<file path="src/rtl/ddrfs_pkg.sv">
package ddrfs_pkg;
  localparam int unsigned DLM_W  = 4;
  localparam int unsigned TYPE_W = 4;
  localparam int unsigned USER_W = 8;
  localparam int unsigned CRC_W  = 8;
  localparam int unsigned TAG_W  = 4;
  localparam int unsigned HEAD_W = DLM_W + TYPE_W;
  localparam int unsigned TAIL_W = TAG_W + DLM_W;

  localparam logic [DLM_W-1:0]  SOF_PAT    = 4'b1001;
  localparam logic [DLM_W-1:0]  EOF_PAT    = 4'b0110;
  localparam logic [TYPE_W-1:0] TYPE_SHORT = 4'b0100;
  localparam logic [TYPE_W-1:0] TYPE_LONG  = 4'b0101;

  typedef enum logic [1:0] {ST_IDLE, ST_RUN, ST_FIN} seq_st_t;
  typedef enum logic [2:0] {SEG_PRE, SEG_HEAD, SEG_BODY, SEG_CRC, SEG_TAIL, SEG_POST} seg_t;
endpackage

</file>
<file path="src/rtl/dfs_rst_sync.sv">
module dfs_rst_sync (
  input  logic clk,
  input  logic rst_n_i,
  output logic rst_n_o
);
  logic [1:0] sync_q;

  always_ff @(posedge clk or negedge rst_n_i) begin
    if (!rst_n_i) sync_q <= 2'b00;
    else          sync_q <= {sync_q[0], 1'b1};
  end

  assign rst_n_o = sync_q[1];
endmodule

</file>
<file path="src/rtl/dfs_seq.sv">
module dfs_seq
  import ddrfs_pkg::*;
#(
  parameter int unsigned PAY_SHORT = 16,
  parameter int unsigned PAY_LONG  = 128,
  parameter int unsigned N_PRE     = 4,
  parameter int unsigned N_POST    = 4
) (
  input  logic              clk,
  input  logic              rst_n,
  input  logic              start_i,
  input  logic [TYPE_W-1:0] ftype_i,
  output logic              accept_o,
  output logic              step_o,
  output seg_t              seg_o,
  output logic              busy_o,
  output logic              done_o
);
  localparam int unsigned MAX_EDGES = N_PRE + HEAD_W + USER_W + PAY_LONG + CRC_W + TAIL_W + N_POST;
  localparam int unsigned CW        = $clog2(MAX_EDGES + 1);

  seq_st_t       st_q, st_n;
  logic [CW-1:0] cnt_q, cnt_n;
  logic          long_q, long_n;
  logic          done_q, done_n;

  logic [CW-1:0] pay_len;
  logic [CW-1:0] lim_pre, lim_head, lim_body, lim_crc, lim_tail, lim_post;
  logic          type_ok;

  assign type_ok  = (ftype_i == TYPE_SHORT) || (ftype_i == TYPE_LONG);
  assign accept_o = (st_q == ST_IDLE) && start_i && type_ok;

  // segment boundaries counted in forwarded-clock edges since acceptance
  always_comb begin
    pay_len  = long_q ? CW'(PAY_LONG) : CW'(PAY_SHORT);
    lim_pre  = CW'(N_PRE);
    lim_head = CW'(N_PRE + HEAD_W);
    lim_body = CW'(N_PRE + HEAD_W + USER_W) + pay_len;
    lim_crc  = lim_body + CW'(CRC_W);
    lim_tail = lim_crc + CW'(TAIL_W);
    lim_post = lim_tail + CW'(N_POST);
  end

  always_comb begin
    if (cnt_q < lim_pre)       seg_o = SEG_PRE;
    else if (cnt_q < lim_head) seg_o = SEG_HEAD;
    else if (cnt_q < lim_body) seg_o = SEG_BODY;
    else if (cnt_q < lim_crc)  seg_o = SEG_CRC;
    else if (cnt_q < lim_tail) seg_o = SEG_TAIL;
    else                       seg_o = SEG_POST;
  end

  always_comb begin
    st_n   = st_q;
    cnt_n  = cnt_q;
    long_n = long_q;
    done_n = 1'b0;
    case (st_q)
      ST_IDLE: begin
        if (accept_o) begin
          st_n   = ST_RUN;
          cnt_n  = '0;
          long_n = (ftype_i == TYPE_LONG);
        end
      end
      ST_RUN: begin
        cnt_n = cnt_q + 1'b1;
        if (cnt_q == lim_post - 1'b1) st_n = ST_FIN;
      end
      ST_FIN: begin
        st_n   = ST_IDLE;
        done_n = 1'b1;
      end
      default: st_n = ST_IDLE;
    endcase
  end

  always_ff @(posedge clk or negedge rst_n) begin
    if (!rst_n) begin
      st_q   <= ST_IDLE;
      cnt_q  <= '0;
      long_q <= 1'b0;
      done_q <= 1'b0;
    end else begin
      st_q   <= st_n;
      cnt_q  <= cnt_n;
      long_q <= long_n;
      done_q <= done_n;
    end
  end

  assign step_o = (st_q == ST_RUN);
  assign busy_o = (st_q != ST_IDLE);
  assign done_o = done_q;
endmodule

</file>
<file path="src/rtl/dfs_shift.sv">
module dfs_shift
  import ddrfs_pkg::*;
#(
  parameter int unsigned PAY_SHORT = 16,
  parameter int unsigned PAY_LONG  = 128
) (
  input  logic                clk,
  input  logic                rst_n,
  input  logic                load_i,
  input  logic                long_i,
  input  logic [TYPE_W-1:0]   ftype_i,
  input  logic [USER_W-1:0]   user_i,
  input  logic [TAG_W-1:0]    tag_i,
  input  logic [PAY_LONG-1:0] payload_i,
  input  logic                body_sh_i,
  input  logic                tail_sh_i,
  output logic                body_bit_o,
  output logic                tail_bit_o
);
  localparam int unsigned SR_W  = HEAD_W + USER_W + PAY_LONG;
  localparam int unsigned ALIGN = PAY_LONG - PAY_SHORT;

  logic [SR_W-1:0]     sr_q, sr_n;
  logic [TAIL_W-1:0]   tl_q, tl_n;
  logic [PAY_LONG-1:0] pay_al;

  // short payload is moved to the top so it leaves first
  assign pay_al = long_i ? payload_i : (payload_i << ALIGN);

  always_comb begin
    sr_n = sr_q;
    if (load_i)         sr_n = {SOF_PAT, ftype_i, user_i, pay_al};
    else if (body_sh_i) sr_n = {sr_q[SR_W-2:0], 1'b0};
  end

  always_comb begin
    tl_n = tl_q;
    if (load_i)         tl_n = {tag_i, EOF_PAT};
    else if (tail_sh_i) tl_n = {tl_q[TAIL_W-2:0], 1'b0};
  end

  always_ff @(posedge clk or negedge rst_n) begin
    if (!rst_n) begin
      sr_q <= '0;
      tl_q <= '0;
    end else begin
      sr_q <= sr_n;
      tl_q <= tl_n;
    end
  end

  assign body_bit_o = sr_q[SR_W-1];
  assign tail_bit_o = tl_q[TAIL_W-1];
endmodule

</file>
<file path="src/rtl/dfs_crc8.sv">
module dfs_crc8
  import ddrfs_pkg::*;
#(
  parameter logic [CRC_W-1:0] POLY = 8'h07
) (
  input  logic clk,
  input  logic rst_n,
  input  logic clr_i,
  input  logic upd_i,
  input  logic bit_i,
  input  logic shf_i,
  output logic msb_o
);
  logic [CRC_W-1:0] crc_q, crc_n;
  logic             fb;

  assign fb = crc_q[CRC_W-1] ^ bit_i;

  always_comb begin
    crc_n = crc_q;
    if (clr_i)      crc_n = '0;
    else if (upd_i) crc_n = {crc_q[CRC_W-2:0], 1'b0} ^ (fb ? POLY : '0);
    else if (shf_i) crc_n = {crc_q[CRC_W-2:0], 1'b0};
  end

  always_ff @(posedge clk or negedge rst_n) begin
    if (!rst_n) crc_q <= '0;
    else        crc_q <= crc_n;
  end

  assign msb_o = crc_q[CRC_W-1];
endmodule

</file>
<file path="src/rtl/ddr_frame_ser.sv">
module ddr_frame_ser
  import ddrfs_pkg::*;
#(
  parameter int unsigned PAY_SHORT = 16,
  parameter int unsigned PAY_LONG  = 128,
  parameter int unsigned N_PRE     = 4,
  parameter int unsigned N_POST    = 4,
  parameter logic [7:0]  CRC_POLY  = 8'h07
) (
  input  logic                clk,
  input  logic                rst_n,
  input  logic                start_i,
  input  logic [3:0]          ftype_i,
  input  logic [7:0]          user_i,
  input  logic [3:0]          tag_i,
  input  logic [PAY_LONG-1:0] payload_i,
  output logic                busy_o,
  output logic                done_o,
  output logic                sclk_o,
  output logic                sdo_o
);
  logic rst_q;
  logic accept, step;
  seg_t seg;
  logic body_bit, tail_bit, crc_msb;
  logic body_sh, tail_sh, crc_upd, crc_shf;
  logic sclk_q, sclk_n, sdo_q, sdo_n;

  dfs_rst_sync u_rst (
    .clk     (clk),
    .rst_n_i (rst_n),
    .rst_n_o (rst_q)
  );

  dfs_seq #(
    .PAY_SHORT (PAY_SHORT),
    .PAY_LONG  (PAY_LONG),
    .N_PRE     (N_PRE),
    .N_POST    (N_POST)
  ) u_seq (
    .clk      (clk),
    .rst_n    (rst_q),
    .start_i  (start_i),
    .ftype_i  (ftype_i),
    .accept_o (accept),
    .step_o   (step),
    .seg_o    (seg),
    .busy_o   (busy_o),
    .done_o   (done_o)
  );

  assign body_sh = step && ((seg == SEG_HEAD) || (seg == SEG_BODY));
  assign tail_sh = step && (seg == SEG_TAIL);
  assign crc_upd = step && (seg == SEG_BODY);
  assign crc_shf = step && (seg == SEG_CRC);

  dfs_shift #(
    .PAY_SHORT (PAY_SHORT),
    .PAY_LONG  (PAY_LONG)
  ) u_shift (
    .clk        (clk),
    .rst_n      (rst_q),
    .load_i     (accept),
    .long_i     (ftype_i == TYPE_LONG),
    .ftype_i    (ftype_i),
    .user_i     (user_i),
    .tag_i      (tag_i),
    .payload_i  (payload_i),
    .body_sh_i  (body_sh),
    .tail_sh_i  (tail_sh),
    .body_bit_o (body_bit),
    .tail_bit_o (tail_bit)
  );

  dfs_crc8 #(
    .POLY (CRC_POLY)
  ) u_crc (
    .clk   (clk),
    .rst_n (rst_q),
    .clr_i (accept),
    .upd_i (crc_upd),
    .bit_i (body_bit),
    .shf_i (crc_shf),
    .msb_o (crc_msb)
  );

  // output stage: one forwarded-clock edge and one data bit per active cycle
  always_comb begin
    sclk_n = sclk_q;
    sdo_n  = 1'b0;
    if (step) begin
      sclk_n = ~sclk_q;
      case (seg)
        SEG_HEAD, SEG_BODY: sdo_n = body_bit;
        SEG_CRC:            sdo_n = crc_msb;
        SEG_TAIL:           sdo_n = tail_bit;
        default:            sdo_n = 1'b0;
      endcase
    end
  end

  always_ff @(posedge clk or negedge rst_q) begin
    if (!rst_q) begin
      sclk_q <= 1'b0;
      sdo_q  <= 1'b0;
    end else begin
      sclk_q <= sclk_n;
      sdo_q  <= sdo_n;
    end
  end

  assign sclk_o = sclk_q;
  assign sdo_o  = sdo_q;
endmodule

</file>
<file path="config.mk">
export PLATFORM = sky130hd
export DESIGN_NAME = ddr_frame_ser
export DESIGN_NICKNAME = d
export VERILOG_FILES = /design/src/rtl/ddrfs_pkg.sv /design/src/rtl/dfs_rst_sync.sv /design/src/rtl/dfs_seq.sv /design/src/rtl/dfs_shift.sv /design/src/rtl/dfs_crc8.sv /design/src/rtl/ddr_frame_ser.sv
export SDC_FILE = /design/constraint.sdc
export NUM_CORES = 1
export LEC_CHECK = 0
export CORE_ASPECT_RATIO = 0.7
export CORE_MARGIN = 2
export CORE_UTILIZATION = 25
export CTS_BUF_LIST = sky130_fd_sc_hd__clkbuf_16
export CTS_CLUSTER_SIZE = 12
export DETAILED_ROUTE_END_ITERATION = 10
export GPL_TIMING_DRIVEN = 0
export PLACE_DENSITY_LB_ADDON = 0.05
export SLEW_MARGIN = 5
export SYNTH_ARGS = -nofsm -noshare
export SYNTH_HDL_FRONTEND = slang
export SYNTH_SLANG_ARGS = --single-unit
</file>
<file path="constraint.sdc">
create_clock -name clk -period 5 [get_ports clk]
set_input_delay 0.5 -clock clk [delete_from_list [all_inputs] [get_ports clk]]
set_output_delay 0.5 -clock clk [all_outputs]
set_load 0.01 [all_outputs]
</file>
### After elaboration in Yosys (flattened, before gate mapping)

Index checks and enable logic that the tools add are counted.

* register bits after elaboration: 176
* bits of input ports: 147
* word-level logic and storage cells: 76

* add/subtract/negate cells: 6
* magnitude comparators: 5
* eq/ne operators: 11
* mux-type cells: 23
* bitwise operators: 3
* reduce and logical (&&, ||, !) cells: 18

Operator list (count)
* two-way mux 144 bit: 2
* two-way mux 128 bit: 1
* two-way mux 8 bit: 7
* less-than comparator 8 bit: 3
* adder 8 x 4 -> 8 bit (second input constant): 2
* case mux 8 bit (2 select lines): 1
* two-way mux 3 bit: 5
* adder 5 x 8 -> 8 bit (first input constant): 1
* adder 8 x 1 -> 8 bit (second input constant): 1
* adder 8 x 3 -> 8 bit (second input constant): 1
* equality test 4 x 3 -> 1 bit (second input constant): 2
* equality test 8 bit: 1
* less-than comparator 8 x 3 -> 1 bit (second input constant): 1
* less-than comparator 8 x 4 -> 1 bit (second input constant): 1
* nonzero test 2 bit: 4
* subtractor 8 x 1 -> 8 bit (second input constant): 1
* XOR 8 bit: 1
* equality test 3 x 2 -> 1 bit (second input constant): 2
* logical AND 1 bit: 6
* AND reduction 2 bit: 3
* two-way mux 2 bit: 2
* case mux 2 bit (2 select lines): 1
* equality test 3 x 1 -> 1 bit (second input constant): 1
* equality test 3 bit (second input constant): 1
* 12 further kinds: 15

### Logic depth before layout (Yosys ltp)

Gate-level depths: netlist of the first run.

* word-level depth: 15
* depth in mapped cells: 9
* depth with buffers taken out: 7

### Cells and area by module

Synthesis of the first run repeated with hierarchy kept, for this count alone.

* cell total of the unflattened synthesis: 672
* area, all modules: 9115.0 µm²

Modules (own cells, without submodules)
* dfs_shift: times used 1, cells each 537, area each 7796.2 µm², seq. area each 3778.6 µm²
* dfs_seq: times used 1, cells each 80, area each 753.2 µm², seq. area each 300.3 µm²
* dfs_crc8: times used 1, cells each 39, area each 377.9 µm², seq. area each 200.2 µm²
* ddr_frame_ser: times used 1, cells each 13, area each 133.9 µm², seq. area each 50.0 µm²
* dfs_rst_sync: times used 1, cells each 3, area each 53.8 µm², seq. area each 50.0 µm²

### Worst setup path after synthesis of the first run

Ideal clock, no wire load.

* path kind: reg-to-reg
* from: register u_seq.cnt_q[5]
* to: register u_shift.sr_q[128]
* library setup time: 126 ps
* arrival: 2086 ps
* required time: 4874 ps
* setup slack: 2788 ps
* stages on the path, launching flop included: 8
* path buffers: 1
* clock period less this slack: 2212 ps
* path through: dfrtp_1 -> ha_1 -> a211o_1 -> a221oi_4 -> o211ai_4 -> buf_6 -> and3_1 -> a221o_1

* cells in the longest elaborated chain, start to end: 10
* elaborated cells between the ends (all ways): 15
* those cells by class: 5 x order compare; 2 x eq/ne; 5 x mux; 3 x reduce/logical

RTL lines
* start: declaration: line dfs_seq.sv:23 `logic [CW-1:0] cnt_q, cnt_n;`
* start signal: assignment: line dfs_seq.sv:87 `cnt_q <= cnt_n;`
* less-than comparator 8 bit: line dfs_seq.sv:50 `else if (cnt_q < lim_tail) seg_o = SEG_TAIL;`
* two-way mux 1 bit: line dfs_seq.sv:50
* two-way mux 3 bit: line dfs_seq.sv:49 `else if (cnt_q < lim_crc) seg_o = SEG_CRC;`
* two-way mux 3 bit: line dfs_seq.sv:48 `else if (cnt_q < lim_body) seg_o = SEG_BODY;`
* two-way mux 3 bit: line dfs_seq.sv:47 `else if (cnt_q < lim_head) seg_o = SEG_HEAD;`
* two-way mux 3 bit *: line dfs_seq.sv:46 `if (cnt_q < lim_pre) seg_o = SEG_PRE;`
* equality test 3 x 1 -> 1 bit / equality test 3 x 2 -> 1 bit (equally long branches): line ddr_frame_ser.sv:52 `assign body_sh = step && ((seg == SEG_HEAD) || (seg == SEG_BODY));`
* logical OR 1 bit *: line ddr_frame_ser.sv:52
* logical AND 1 bit *: line ddr_frame_ser.sv:52
* nonzero test 2 bit (no source line) *
* end signal: assignment: line dfs_shift.sv:47 `sr_q <= sr_n;`
* end: declaration: line dfs_shift.sv:23 `logic [SR_W-1:0] sr_q, sr_n;`

Every way passes the cells marked *; elsewhere a longest branch is shown, timed or not.
A chain may end at the register's enable or synchronous reset.

### Worst setup path after layout of the first run

* from: register u_seq.cnt_q[5]
* to: register u_shift.sr_q[19]

The elaborated chain is that of the path after synthesis.

==> flow_summary.toml, run 1 <==
[worst_setup_path]
slowest_delay_ps = 480
path_max_fanout = 10
critPathKind = "flop to flop"
crit_slowest_cell = "dfrtp_1"
crit_buf_inv = 2
arrival_ps = 3080
path_cells = "ha_1 > a211o_1 > a221oi_4 > o211ai_4 > buf_6 > clkbuf_2 > o21ai_0 > a2bb2oi_2"
r2r_cells = 8
path_delay_family = "compound AO/OA/AOI/OAI gates"
worstPathRequired_ps = 5320
worstSetupPathDepth = 8
startpoint_type = "flop"
cp-end-kind = "flop"

[timing]
fmax_mhz = 363
finalHoldViolCount = 0
slew_violations = 0
rsz0062_at_grt = "no"
tns_ps = 0
fin_crit_sh = 0.551
finalSetupViolCount = 0
maxSlewHeadroom = 0.544
worstMarginPinSlew_ps = 683
fin_skew_ps = 11.0
layout_min_cycle_time_ps = 2760

[cts]
clock-root-buffer = "clkbuf_16"
cts.repair.resized = 0
cts_buffers = 17
cts_hold_buf = 0
cts_tree = "done"
clock_path_buffers = 2
clock-sinks = 175
insertion_delay_ps = 440
htree_levels = 4
path_clk_slew_ps = 70
post_cts_buffers = 0

[synth]
synth_top_area_cell = "dfrtp_1"
ys_seq_area_frac = 0.493
avgSynthCellArea_um2 = 10.9
netlist_instances = 812
synth_edf_count = 0
synth_area_leaders = "dfrtp_1, a2bb2oi_2, o21ai_0"
yosys-top-cells-count = "dfrtp_1, nand2_1, o21ai_0, a2bb2oi_2, clkbuf_1"
async_reset_ff_frac = 1.00
synth_warnings = 0
synth_nets = 964
synth-seq-cells = 175
post-synth-top-area-fraction = 0.493
synthFlopType = "dfrtp_1"
netlist_area_um2 = 8880
yosys.cell_count.top_type = "dfrtp_1"
synth_cell_types = 51

[final_layout]
final_cell_area_um2 = 11600
final_util = 0.332
fillers = 3573
drive_gt1_frac = 0.168
nets = 1137
area_growth_pct = 30.4
ff_latch_area_um2 = 4380
multiInputGateArea_um2 = 4010

[placement]
gp_congestion = 0.702
place_area_um2 = 11100
io_buffer_count = 150
hpwl_um = 18600

[die]
start_util = 0.255
io_pins = 151
core_um2 = 34900
dieArea_um2 = 37100
row_count = 57
die_x_um = 229
dieHeight_um = 162

[detailed_routing]
drt_pre_antenna_iters = 4
route.vias.total = 6674
drt-initial-drc-count = 427
wl_per_cell_um = 17.6
ant_nets = 0
drc = 0
routed_wl_um = 26000
avgViaCountPerCell = 4.53

[run_status]
status = "complete, no violations"

[global_route]
antenna_found_initial = 5
grt_max_degree = 44
grt_overflow_total = 0
grt_pass1_vias = 7039
grt_pass1_wl_um = 41200
grt_usage = 0.145

[power_and_ir_drop]
p_per_area_nw_per_um2 = 242
total_leakage_power_nw = 4.91
peakVddDrop_mv = 0.260

[worst_hold_path]
min_path_type = "primary input to asynchronous set/reset pin"

[flow_run]
maxCapViolCount = 0
-- where the power goes --
group | internal (W) | leakage [nW] | switching, W | total [W]
combinational | 0.000112 | 2.25 | 0.0000545 | 0.000166
clock | 0.000621 | 0.248 | 0.000588 | 0.00121
sequential | 0.00142 | 2.41 | 0.00000537 | 0.00142
-- sequential cells by signal, indices dropped and copies added (netlist names) --
name and flops:
sclk_o 1, sdo_o 1, u_crc.crc_q 8, u_rst.sync_q 2
u_seq.cnt_q 8, u_seq.done_o 1, u_seq.long_q 1, u_seq.st_q 2
u_shift.sr_q 144, u_shift.tl_q 7
-- metal layers --
layer / share of wire / track usage
met2: 0.43 / 0.206
met1: 0.53 / 0.215
met5: 0.0010 / 0
met3: 0.040 / 0.0404
met4: 0.0055 / 0.0354
-- cells by family after synthesis --
| logic type | Yosys count | share of synthesized area |
|---|---|---|
| AO/OA/AOI/OAI | 297 | 0.301 |
| XOR/XNOR | 6 | 0.00592 |
| adder cells (fa/ha/maj) | 5 | 0.00705 |
| buffers and inverters | 75 | 0.0555 |
| flip-flops | 175 | 0.493 |
| multiplexers | 21 | 0.0237 |
| other | 1 | 0.000422 |
| AND/OR/NAND/NOR | 232 | 0.113 |
-- worst reg2reg max path, stage by stage, from the launching register on --
cell	delay, ps
dfrtp_1	480
ha_1	350
a211o_1	350
a221oi_4	380
o211ai_4	260
buf_6	230
clkbuf_2	190
o21ai_0	300
a2bb2oi_2	80
-- cells in the final DEF (no fill, tap or decap), types with 4 or more instances in the layout --
cell / Yosys / final
buf_12: 10 / 13
and2_1: 4 / 4
o21ai_0: 125 / 125
clkinv_2: 0 / 6
buf_2: 21 / 21
nand2_1: 163 / 163
o21ai_1: 4 / 4
ha_1: 5 / 5
and3_1: 12 / 12
clkbuf_1: 31 / 31
clkbuf_16: 0 / 17
mux2i_1: 21 / 21
clkinvlp_4: 0 / 5
a221o_1: 11 / 11
clkdlybuf4s50_1: 0 / 150
a2bb2oi_2: 90 / 90
xor2_1: 5 / 5
nor2_1: 13 / 13
o211ai_1: 22 / 22
a31oi_1: 7 / 7
dfrtp_1: 175 / 174
nand3_1: 24 / 24
a2bb2oi_1: 21 / 21
inv_1: 4 / 6
diode_2: 0 / 4
-- area by class of cell --
class / count / area share
Antenna cell: 4 / 0.000864
Buffer: 71 / 0.0413
Clock buffer: 17 / 0.0367
Clock inverter: 15 / 0.00713
Inverter: 4 / 0.00130
Multi-Input combinational cell: 562 / 0.346
Sequential cell: 175 / 0.378
Tap cell: 472 / 0.0510
Timing Repair Buffer: 154 / 0.137
-- path summary, 6_finish.rpt --
kind / start / to / slack (ps)
setup / recovery: u_seq.cnt_q[5] / u_shift.sr_q[19] / 2240
hold reg to reg: u_rst.sync_q[1] / sclk_o / 280
setup reg to reg: u_seq.cnt_q[5] / u_shift.sr_q[19] / 2240
min in group clk: u_rst.sync_q[0] / u_rst.sync_q[1] / 350
hold / removal: rst_n / u_rst.sync_q[1] / 220
max in group asynchronous: u_rst.sync_q[1] / u_shift.sr_q[47] / 3880
-- per-stage QoR --
stage / worst slack, ps / hold WS, ps / power [W] / cells
global placement: 499 / 335 / 0.00161 / 1434
CTS: 2190 / 182 / 0.00286 / 1470
floorplan: 2110 / 204 / 0.00147 / 812
finish: 2240 / 215 / 0.00280 / 1474
global route: 2050 / 189 / 0.00293 / 1470
detailed placement: 1850 / 303 / 0.00162 / 1438
Power figures use the tool's default switching activity.
==> run 2: changes to the inputs <==
==> constraint.sdc (replaced) <==
create_clock -name clk -period 2.4 [get_ports clk]
set_input_delay 0.24 -clock clk [delete_from_list [all_inputs] [get_ports clk]]
set_output_delay 0.24 -clock clk [all_outputs]
set_load 0.01 [all_outputs]
==> run 2 against run 1 <==
- the run now ends with negative setup slack left
- combinational power increased by 110%
- design area increased by 9.8%
- utilization increased by 3.3 points
- non-clock buffer count increased by 32
- highest routed layer unchanged
- clock skew decreased by 3.5 ps
- flip-flop and latch count unchanged
- cell count increased by 2.1%
- sequential power increased by 110%
- die area unchanged
- critical path depth increased by 1
==> flow_summary.toml, run 2 (same netlist as run 1, synthesis figures left out) <==
[run_status]
status = "finished with violations"
violations = "negative setup slack"

[worst_setup_path]
worstPathRequired_ps = 2770
r2r_end = "u_shift.sr_q[51]"
timing.rr.start = "u_seq.cnt_q[5]"
critPathLaunch = "u_seq.cnt_q[5]"
path_max_fanout = 10
arrival_ps = 2780
critical_path.endpoint = "u_shift.sr_q[51]"
startpoint_type = "flop"
regToRegSetupSlack_ps = -3
cp-end-kind = "flop"
r2r_cells = 9
critPathKind = "flop to flop"

[flow_run]
maxCapViolCount = 0

[timing]
tns_ps = -4.95
finalSetupViolCount = 3
fin_crit_sh = 1.00
finalHoldViolCount = 0
maxSlewHeadroom = 0.490
worstMarginPinSlew_ps = 765
fin_skew_ps = 7.49
setup_slack_ps = -3.31
slew_violations = 0
rsz0062_at_grt = "yes"
fmax_mhz = 416
layout_min_cycle_time_ps = 2400

[cts]
insertion_delay_ps = 450
clock-sinks = 175
clock_path_buffers = 2
cts_buffers = 17
htree_levels = 4
cts_tree = "done"
path_clk_slew_ps = 70
clock-root-buffer = "clkbuf_16"

[die]
dieArea_um2 = 37100
start_util = 0.255
dieHeight_um = 162
core_um2 = 34900
io_pins = 151
row_count = 57
die_x_um = 229

[detailed_routing]
ant_nets = 0
wl_per_cell_um = 18.3
drc = 0
drt_pre_antenna_iters = 5
route.vias.total = 6970
drt-initial-drc-count = 432
avgViaCountPerCell = 4.63
routed_wl_um = 27500

[worst_hold_path]
min_path_type = "flop to asynchronous set/reset pin"

[final_layout]
top_register = "u_shift.sr_q"
fin_cells = 1505
largest_reg_flops = 144
layout_commonest_cell = "dfrtp_1"
fillers = 3487
final_util = 0.365
drive_gt1_frac = 0.266
top_regs = "u_shift.sr_q: 144 flops, u_crc.crc_q: 8 flops, u_seq.cnt_q: 8 flops"
area_growth_pct = 43.2
final_cell_mix = "dfrtp_1, nand2_1, clkdlybuf4s50_1"
multiInputGateArea_um2 = 4340
ff_latch_area_um2 = 4390
nets = 1169

[global_route]
use_met2 = 0.212
antenna_found_initial = 4
grt.busiest_layer = "met1"
met3_usage = 0.0377
grt.met1_usage = 0.216
grt_overflow_total = 0
grt_usage = 0.147
grt_pass1_wl_um = 42000
grt_max_degree = 53
grt_pass1_vias = 7116

[power_and_ir_drop]
peakVddDrop_mv = 0.497
p_per_area_nw_per_um2 = 502
total_leakage_power_nw = 5.43
power_w = 0.00638

[placement]
hpwl_um = 18300
gp_congestion = 0.719
dpl.cell_count = 1437
io_buffer_count = 150
[run 2: cell count changes in the layout (fill, tap and decap cells not counted), moves of 13 or more]
| cell | delta |
|---|---|
| clkbuf_1 | -13 |
| o21ai_0 | -82 |
| clkbuf_16 | +15 |
| nand3_1 | -16 |
| nand3_2 | +16 |
| o21ai_2 | +22 |
| buf_4 | +13 |
| o21ai_1 | +59 |
[run 2: per-stage QoR]
stage / hold slack, ps / setup slack (ps) / instance area, um^2
6_report: 277 / -3.31 / 12700
3_5_place_dp: 297 / -483 / 11100
3_3_place_gp: 334 / -524 / 11000
5_1_grt: 326 / -96.2 / 12700
2_1_floorplan: -55.6 / 188 / 8880
4_1_cts: 305 / -57.6 / 12100
[run 2: how the worst min path moves through the flow]
stage / start / to / slack, ps / depth (start not counted)
2_1_floorplan: rst_n / u_rst.sync_q[0] / -60 / 0
3_3_place_gp: u_rst.sync_q[0] / u_rst.sync_q[1] / 330 / 0
3_5_place_dp: u_rst.sync_q[1] / u_seq.done_o / 300 / 0
4_1_cts: u_rst.sync_q[1] / u_seq.done_o / 310 / 0
5_1_grt: u_rst.sync_q[1] / sclk_o / 330 / 0
6_report: u_rst.sync_q[1] / u_seq.done_o / 280 / 0
[run 2: layout make-up]
class / instances / share of cell area
Tap cell: 472 / 0.0464
Clock buffer: 17 / 0.0335
Inverter: 4 / 0.00118
Multi-Input combinational cell: 562 / 0.341
Clock inverter: 15 / 0.0157
Antenna cell: 3 / 0.000590
Timing Repair Buffer: 189 / 0.173
Buffer: 68 / 0.0431
Sequential cell: 175 / 0.345
[run 2: where the power goes]
group	switching, W	internal [W]
Combinational	0.000117	0.000234
Clock	0.00124	0.00183
Sequential	0.0000110	0.00295
[run 2: repair_timing]
action	CTS	global route
resized for setup	113	98
setup endpoints to repair	151	161
pin swaps	7	25
cloned	3	15
hold buffers	1	0
endpoints found under the hold margin	2	0
buffers inserted	13	5
[run 2: critical path: stages (launching register included)]
cell and delay, ps:
dfrtp_2 430, ha_4 250, a211o_4 340, a221oi_4 340
o211ai_4 170, clkbuf_16 200, nand2_8 120, buf_12 170
buf_12 150, a2bb2oi_2 140
[run 2: routing by layer]
layer  part of all wire  vias to the layer above
met3              0.040                       26
met5            0.00058                        -
met1               0.52                     3446
met4              0.012                        2
li1                   -                     3371
met2               0.42                      125
==> run 3: changes to the inputs <==
--- a/config.mk
+++ b/config.mk
@@ -12,6 +12,7 @@
 export CTS_CLUSTER_SIZE = 12
 export DETAILED_ROUTE_END_ITERATION = 10
 export GPL_TIMING_DRIVEN = 0
+export HOLD_SLACK_MARGIN = 0.06
 export PLACE_DENSITY_LB_ADDON = 0.05
 export SLEW_MARGIN = 5
 export SYNTH_ARGS = -nofsm -noshare
==> results of run 3 <==
The final DEF is identical to that of run 2; final timing and power are the same.
